===== config.mk =====
export PLATFORM = sky130hd
export DESIGN_NAME = evt_playback_tx
export DESIGN_NICKNAME = d
export VERILOG_FILES = /design/src/rtl/evt_pb_pkg.sv /design/src/rtl/evt_pb_ram.sv /design/src/rtl/evt_pb_fifo.sv /design/src/rtl/evt_pb_seq.sv /design/src/rtl/evt_playback_tx.sv
export SDC_FILE = /design/constraint.sdc
export NUM_CORES = 1
export LEC_CHECK = 0
export ABC_AREA = 0
export BUFFER_PORTS_ARGS = -buffer_cell sky130_fd_sc_hd__buf_4
export CAP_MARGIN = 20
export CORE_MARGIN = 2
export CORE_UTILIZATION = 40
export CTS_CLUSTER_DIAMETER = 40
export DETAILED_ROUTE_END_ITERATION = 10
export PLACE_DENSITY_LB_ADDON = 0.12
export SYNTH_ARGS = -nofsm -noshare
export SYNTH_HDL_FRONTEND = slang
export SYNTH_SLANG_ARGS = --single-unit

===== constraint.sdc =====
create_clock -name clk -period 4.2 [get_ports clk]
set_clock_uncertainty 0.1 [all_clocks]
set_input_delay 0.42 -clock clk [delete_from_list [all_inputs] [get_ports clk]]
set_output_delay 0.42 -clock clk [all_outputs]
set_load 0.02 [all_outputs]

===== src/rtl/evt_pb_pkg.sv =====
package evt_pb_pkg;
  localparam int CTRL_W = 4;

  localparam logic [CTRL_W-1:0] OP_DATA  = 4'h0;
  localparam logic [CTRL_W-1:0] OP_LAT   = 4'h1;
  localparam logic [CTRL_W-1:0] OP_GAP   = 4'h2;
  localparam logic [CTRL_W-1:0] OP_EMPTY = 4'h4;
  localparam logic [CTRL_W-1:0] OP_END   = 4'h8;

  typedef enum logic [1:0] {
    ST_IDLE = 2'd0,
    ST_READ = 2'd1,
    ST_EXEC = 2'd2,
    ST_WAIT = 2'd3
  } seq_state_t;
endpackage


===== src/rtl/evt_pb_ram.sv =====
module evt_pb_ram #(
  parameter int WORD_W = 20,
  parameter int ADDR_W = 6
) (
  input  logic              clk,
  input  logic              we,
  input  logic [ADDR_W-1:0] waddr,
  input  logic [WORD_W-1:0] wdata,
  input  logic [ADDR_W-1:0] raddr,
  output logic [WORD_W-1:0] rdata
);
  localparam int DEPTH = 1 << ADDR_W;

  logic [WORD_W-1:0] mem [DEPTH];

  always_ff @(posedge clk) begin
    if (we) mem[waddr] <= wdata;
    rdata <= mem[raddr];
  end
endmodule


===== src/rtl/evt_pb_fifo.sv =====
module evt_pb_fifo #(
  parameter int WIDTH = 8,
  parameter int DEPTH = 4
) (
  input  logic             clk,
  input  logic             rst,
  input  logic             push,
  input  logic [WIDTH-1:0] din,
  input  logic             pop,
  output logic [WIDTH-1:0] dout,
  output logic             empty,
  output logic             full
);
  localparam int AW = (DEPTH > 1) ? $clog2(DEPTH) : 1;

  logic [WIDTH-1:0] mem [DEPTH];
  logic [AW-1:0]    wp, rp;
  logic [AW:0]      cnt;
  logic             do_push, do_pop;

  assign empty   = (cnt == '0);
  assign full    = (cnt == (AW+1)'(DEPTH));
  assign do_push = push && !full;
  assign do_pop  = pop && !empty;
  assign dout    = mem[rp];

  always_ff @(posedge clk) begin
    if (do_push) mem[wp] <= din;
  end

  always_ff @(posedge clk) begin
    if (rst) begin
      wp  <= '0;
      rp  <= '0;
      cnt <= '0;
    end else begin
      if (do_push) wp <= (wp == AW'(DEPTH-1)) ? '0 : wp + 1'b1;
      if (do_pop)  rp <= (rp == AW'(DEPTH-1)) ? '0 : rp + 1'b1;
      case ({do_push, do_pop})
        2'b10:   cnt <= cnt + 1'b1;
        2'b01:   cnt <= cnt - 1'b1;
        default: cnt <= cnt;
      endcase
    end
  end
endmodule


===== src/rtl/evt_pb_seq.sv =====
module evt_pb_seq
  import evt_pb_pkg::*;
#(
  parameter int DATA_W = 16,
  parameter int BUF_AW = 4
) (
  input  logic                     clk,
  input  logic                     rst,
  input  logic                     pend_empty,
  input  logic [1:0]               pend_buf,
  output logic                     pend_pop,
  output logic [BUF_AW+1:0]        raddr,
  input  logic [CTRL_W+DATA_W-1:0] rword,
  input  logic                     ofifo_full,
  output logic                     push,
  output logic [DATA_W-1:0]        push_data,
  output logic                     busy,
  output seq_state_t               state,
  output logic [DATA_W-1:0]        wait_cnt
);
  seq_state_t        state_q;
  logic [1:0]        buf_q;
  logic [BUF_AW-1:0] idx_q;
  logic [DATA_W-1:0] cnt_q;
  logic [CTRL_W-1:0] op;
  logic [DATA_W-1:0] arg;

  assign op        = rword[CTRL_W+DATA_W-1 -: CTRL_W];
  assign arg       = rword[DATA_W-1:0];
  assign raddr     = {buf_q, idx_q};
  assign pend_pop  = (state_q == ST_IDLE) && !pend_empty;
  assign push      = (state_q == ST_EXEC) && (op == OP_DATA) && !ofifo_full;
  assign push_data = arg;
  assign busy      = (state_q != ST_IDLE);
  assign state     = state_q;
  assign wait_cnt  = cnt_q;

  always_ff @(posedge clk) begin
    if (rst) begin
      state_q <= ST_IDLE;
      buf_q   <= '0;
      idx_q   <= '0;
      cnt_q   <= '0;
    end else begin
      case (state_q)
        ST_IDLE: begin
          if (!pend_empty) begin
            buf_q   <= pend_buf;
            idx_q   <= '0;
            state_q <= ST_READ;
          end
        end
        ST_READ: state_q <= ST_EXEC;
        ST_EXEC: begin
          case (op)
            OP_DATA: begin
              if (!ofifo_full) begin
                idx_q   <= idx_q + 1'b1;
                state_q <= ST_READ;
              end
            end
            OP_LAT, OP_GAP: begin
              idx_q   <= idx_q + 1'b1;
              cnt_q   <= arg;
              state_q <= (arg == '0) ? ST_READ : ST_WAIT;
            end
            OP_EMPTY, OP_END: state_q <= ST_IDLE;
            default: begin
              idx_q   <= idx_q + 1'b1;
              state_q <= ST_READ;
            end
          endcase
        end
        ST_WAIT: begin
          if (!ofifo_full) begin
            cnt_q <= cnt_q - 1'b1;
            if (cnt_q == DATA_W'(1)) state_q <= ST_READ;
          end
        end
        default: state_q <= ST_IDLE;
      endcase
    end
  end
endmodule


===== src/rtl/evt_playback_tx.sv =====
module evt_playback_tx
  import evt_pb_pkg::*;
#(
  parameter int DATA_W     = 16,
  parameter int BUF_AW     = 4,
  parameter int OUT_DEPTH  = 4,
  parameter int PEND_DEPTH = 4
) (
  input  logic                     clk,
  input  logic                     rst,
  input  logic                     host_we,
  input  logic [BUF_AW+1:0]        host_addr,
  input  logic [CTRL_W+DATA_W-1:0] host_wdata,
  input  logic                     trig,
  input  logic [1:0]               trig_buf,
  input  logic                     out_ready,
  output logic                     out_valid,
  output logic [DATA_W-1:0]        out_data,
  output logic                     busy
);
  localparam int WORD_W = CTRL_W + DATA_W;
  localparam int RAM_AW = BUF_AW + 2;

  logic [RAM_AW-1:0] ram_raddr;
  logic [WORD_W-1:0] ram_rdata;
  logic              pend_empty, pend_full, pend_pop;
  logic [1:0]        pend_buf;
  logic              o_empty, o_full, o_push;
  logic [DATA_W-1:0] o_din;
  seq_state_t        seq_state;
  logic [DATA_W-1:0] wait_cnt;

  evt_pb_ram #(.WORD_W(WORD_W), .ADDR_W(RAM_AW)) u_ram (
    .clk(clk), .we(host_we), .waddr(host_addr), .wdata(host_wdata),
    .raddr(ram_raddr), .rdata(ram_rdata)
  );

  evt_pb_fifo #(.WIDTH(2), .DEPTH(PEND_DEPTH)) u_pend (
    .clk(clk), .rst(rst), .push(trig), .din(trig_buf), .pop(pend_pop),
    .dout(pend_buf), .empty(pend_empty), .full(pend_full)
  );

  evt_pb_seq #(.DATA_W(DATA_W), .BUF_AW(BUF_AW)) u_seq (
    .clk(clk), .rst(rst),
    .pend_empty(pend_empty), .pend_buf(pend_buf), .pend_pop(pend_pop),
    .raddr(ram_raddr), .rword(ram_rdata),
    .ofifo_full(o_full), .push(o_push), .push_data(o_din),
    .busy(busy), .state(seq_state), .wait_cnt(wait_cnt)
  );

  evt_pb_fifo #(.WIDTH(DATA_W), .DEPTH(OUT_DEPTH)) u_out (
    .clk(clk), .rst(rst), .push(o_push), .din(o_din), .pop(out_ready),
    .dout(out_data), .empty(o_empty), .full(o_full)
  );

  assign out_valid = !o_empty;
endmodule


### Word-level counts from Yosys, hierarchy flattened

Memory sizes are Yosys's and may differ from the RTL's. A register that Yosys moved wholly into a read port is not among the register bits.
Cells that the tools add are included.

| word-level totals | value |
|---|---|
| register bits after elaboration | 36 |
| RAM bits | 1352 |
| input bits | 33 |
| output and inout port bits | 18 |
| logic and storage cells | 102 |
| memories | 3 |

Memory list:

| name | words | bits a word | read ports | clocked after Yosys merged registers in | wr ports | line | source |
|---|---|---|---|---|---|---|---|
| u_ram.mem | 64 | 20 | 1 | 1 | 1 | evt_pb_ram.sv:14 | `logic [WORD_W-1:0] mem [DEPTH];` |
| u_out.mem | 4 | 16 | 1 | 1 | 1 | evt_pb_fifo.sv:16 | `logic [WIDTH-1:0] mem [DEPTH];` |
| u_pend.mem | 4 | 2 | 1 | 1 | 1 | evt_pb_fifo.sv:16 |  |

| cells by class | value |
|---|---|
| $add $sub $neg | 10 |
| eq/ne operators | 24 |
| multiplexer cells | 28 |
| bitwise logic cells | 1 |
| reductions and logical operators | 27 |

Operators by type and width:

| operator | number |
|---|---|
| $mux W16 | 2 |
| $pmux W16 S2 | 1 |
| $mux W2 | 11 |
| $eq A16 B1 Y1 const B | 1 |
| $eq A2 B2 Y1 const B | 8 |
| $logic_not A16 Y1 | 1 |
| $pmux W4 S2 | 2 |
| $sub A16 B1 Y16 const B | 1 |
| $pmux W3 S2 | 2 |
| $reduce_bool A2 Y1 | 5 |
| $add A2 B1 Y2 const B | 4 |
| $mux W4 | 2 |
| $ne A2 B2 Y1 const B | 4 |
| $pmux W2 S4 | 1 |
| $reduce_and A4 Y1 | 2 |
| $logic_and A1 B1 Y1 | 7 |
| $add A3 B1 Y3 const B | 2 |
| $eq A2 B1 Y1 const B | 3 |
| $eq A3 B3 Y1 const B | 2 |
| $logic_not A3 Y1 | 2 |
| $mux W1 | 6 |
| $pmux W2 S3 | 1 |
| $sub A3 B1 Y3 const B | 2 |
| $add A4 B1 Y4 const B | 1 |
| 13 further kinds | 17 |

### Depth between registers and ports, before layout

| logic depth | value |
|---|---|
| depth after elaboration | 6 |
| gate-level depth with buffers | 12 |

### Cells and area by module

From an unflattened synthesis, not the netlist that was laid out.

| unflattened totals | value |
|---|---|
| cell total of the unflattened synthesis | 2680 |
| area total of the unflattened synthesis | 54857.6 um^2 |

By module, submodules not included:

| module | times used | cells an instance | area each (um^2) | seq. area each (um^2) |
|---|---|---|---|---|
| evt_pb_ram | 1 | 2243 | 49495.0 | 38837.2 |
| evt_pb_fifo at u_out | 1 | 138 | 2802.7 | 2102.0 |
| evt_pb_seq | 1 | 236 | 1761.7 | 480.5 |
| evt_pb_fifo at u_pend | 1 | 62 | 794.5 | 420.4 |
| evt_playback_tx | 1 | 1 | 3.8 | 0.0 |

### Worst setup path before layout

No wires, ideal clock.

| timing | value |
|---|---|
| path type | input to register |
| start point | in host_addr[5] |
| end point | mem u_ram.mem[32][0], enable pin |
| arrival | 2.480 ns |
| required time | 3.678 ns |
| setup slack | 1.198 ns |
| stages | 4 |
| cells stage by stage | clkbuf_1 -> nor4bb_1 -> nand2b_1 -> nor3_1 |

RTL lines:

| element | line | source |
|---|---|---|
| start, declared | evt_playback_tx.sv:12 | `input logic [BUF_AW+1:0] host_addr,` |
| end, declared | evt_pb_ram.sv:14 |  |

No word-level cell before the write port.

==> results by group <==
Status
  – Status: finished clean

Power and ir drop
  – LEAKAGE: 19.7 nW
  – Psw: 8.51 mW
  – Switching portion of total power: 0.242
  – Cell-internal power: 26.6 mW
  – PD cells: 545 nW/µm²
  – Sequential Power Share: 0.463
  – Power share of the combinational group: 0.071
  – Peak supply drop: 0.346 mV
  – Clock share of power: 0.466

Routing
  – DR iter-0 viols: 2998
  – Wire per inst: 31.2 µm
  – Post-DRT Antenna Nets: 0
  – Vias per cell: 5.68
  – Drt pass-1 iters: 5
  – WL final: 147 mm
  – Total number of vias: 26800
  – DRC: 0

Worst setup path
  – Critical path buffer and inverter count: 2
  – Worst Path Required: 4.74 ns
  – CP max-delay cell: dfxtp_4
  – CP endpoint kind: flop
  – CP delay by family, top: multiplexers
  – Critical Path Source Type: flop
  – CP max stage delay: 0.81 ns
  – CP Cell Sequence: buf_12, buf_4, mux4_2, mux4_2, a31oi_1, nand2_1
  – CP most frequent cell: mux4_2
  – CP Class: reg2reg
  – Arrival time at the worst endpoint: 4.23 ns
  – CP max FO: 45

Logic synthesis
  – Post-synth top cells: edfxtp_1 (1352), mux4_2 (338), mux2i_1 (113), nor2_1 (113), dfxtp_1 (60)
  – Syn Std Cell Area: 54700 µm²
  – Most frequent cell after synthesis: edfxtp_1
  – Post-synth EDFFs: 1352
  – Syn Area/Cell: 21.5 µm²
  – Dominant cells by area after synthesis: edfxtp_1 (74%), mux4_2 (14%), dfxtp_1 (2.2%), mux2i_1 (2.1%), nor2_1 (0.78%)
  – Cell taking the most area after synthesis: edfxtp_1
  – Syn Nets: 2600
  – Post-synthesis sequential area ratio: 0.765
  – Syn Inst Count: 2546
  – Predominant post-synthesis flop cell: edfxtp_1
  – #FFs+latches synth: 1412
  – Ys async rst share: 0
  – Yosys top cell area share: 0.743
  – Synth unique cells: 63
  – Synth warnings: 0

Timing
  – Rel. slew slack: 0.328
  – Slew @ Worst Pin: 1.01 ns
  – Setup_tns: 0 ns
  – Hold Fails Final Rpt: 0
  – Period Utilization, post-route: 0.877
  – Clock period minus worst slack: 3.68 ns
  – Fin. max-slew vios: 0
  – RSZ-0062 raised after global routing: no
  – Fmax: 272 MHz
  – Final setup viols: 0

Global routing
  – Global route overflow: 0
  – Largest net degree at the start of global routing: 76
  – Number of global-route vias before repair: 27800
  – Initial antenna violation count: 6
  – Global-route wire length before repair: 210 mm
  – Tot GR Track Use: 0.212

Floorplanning
  – Num ports: 51
  – Chip width: 374 µm
  – Initial core utilization: 0.404
  – Die Ht: 374 µm
  – Core area: 135000 µm²
  – Die area: 140000 µm²
  – Rows: 135

CTS
  – Sinks on Clock Net: 1412
  – # H-tree levels: 4
  – Worst-path clk slew: 0.06 ns
  – Hold-fix buffers at CTS: 6
  – Clk_lat worst skew: 0.82 ns
  – Total setup buffers inserted after CTS: 0
  – TritonCTS clock tree: yes
  – Longest Clk Path Bufs: 3
  – Root buf cell: clkbuf_16
  – CTS buffer count: 184
  – CTS resizes: 0

Placement
  – Global placement routability congestion: 0.758
  – Placed cells: 4353
  – DP Wirelength: 85.0 mm
  – IO buf count: 50

Layout
  – Area of the multi-input gates: 12200 µm²
  – Area Overhead vs Synth: 17.9%
  – Finished Layout Cells: 4714
  – Layout Nets: 2818
  – Share of cells above drive strength 1: 0.304
  – Sequential cell area: 41800 µm²
  – Final core occ: 0.476
  – Fillers: 11100

Min path
  – Worst hold path type: in2reg

Job
  – Max Cap Viol: 0
-- registers in the layout, summed over array words and instances (netlist names), 3 cells and up, named ones only --
register and count:
u_out.cnt 3, u_out.mem 64, u_pend.cnt 3, u_pend.mem 8, u_ram.mem 1280, u_ram.rdata 20
u_seq.idx_q 4, u_seq.wait_cnt 16
-- layer usage --
layer	GRT usage	wire [µm]
met1	0.297	63100
met2	0.340	71500
met3	0.0423	9550
met4	0.0547	2820
met5	0	40
-- cell type report --
cell class / count / area share
clock buffer: 218 / 0.0741
clock inverter: 131 / 0.0275
sequential: 1412 / 0.649
timing repair buffer: 168 / 0.0236
multi-input combinational: 973 / 0.190
tap: 1781 / 0.0346
antenna: 6 / 0.000233
inverter: 25 / 0.00146
-- stage by stage --
stage / area (µm²) / setup WS [ns] / power [mW] / hold WS, ns
after global routing: 64400 / 0.537 / 36.3 / 0.0850
after CTS: 64400 / 0.554 / 35.5 / 0.0446
after floorplan: 54700 / 1.20 / 17.5 / 0.354
final: 64400 / 0.518 / 35.1 / 0.0636
after detailed placement: 57800 / 0.555 / 19.1 / 0.390
after global placement: 57800 / 0.591 / 19.1 / 0.372
-- cells by family (layout without fill, tap and decap cells) --
group | after synthesis | in the layout | share of synthesized area
muxes | 464 | 464 | 0.164
and+or+nand+nor | 267 | 267 | 0.0231
adders and majority gates | 21 | 21 | 0.00508
buffers and inverters | 161 | 542 | 0.0159
xor gates and xnor gates | 8 | 8 | 0.00128
other | 0 | 6 | 0
DFF | 1412 | 1412 | 0.765
AOI/OAI and AO/OA | 213 | 213 | 0.0262
-- final timing paths --
check | depth (start not counted) | startpoint | endpoint | slack [ns]
setup / recovery | 6 | u_seq.idx_q[2] | u_ram.rdata[16] | 0.52
hold reg to reg | 2 | u_seq.wait_cnt[10] | u_seq.wait_cnt[10] | 0.40
setup reg to reg | 6 | u_seq.idx_q[2] | u_ram.rdata[16] | 0.52
hold / removal | 1 | host_wdata[1] | u_ram.mem[42][1] | 0.06
-- power groups by stage --
stage	Clock, mW	Sequential (mW)	Combinational, mW
floorplan	0	16.2	1.26
global placement	0	16.5	2.52
detailed placement	0	16.6	2.55
CTS	16.7	16.3	2.56
global route	17.3	16.3	2.68
finish	16.4	16.3	2.51
-- layout by cell type (no fill, tap or decap), types with 22 or more instances in the layout --
master / n
edfxtp_1: 1352
mux4_2: 338
clkbuf_16: 185
buf_4: 143
mux2i_1: 113
dfxtp_1: 54
nand2_1: 53
nor2_1: 52
nor2_2: 49
a21oi_1: 47
o21ai_0: 39
clkbuf_1: 31
bufinv_16: 28
inv_1: 25
a221oi_1: 22
a22oi_1: 22
Power figures use the tool's default switching activity.
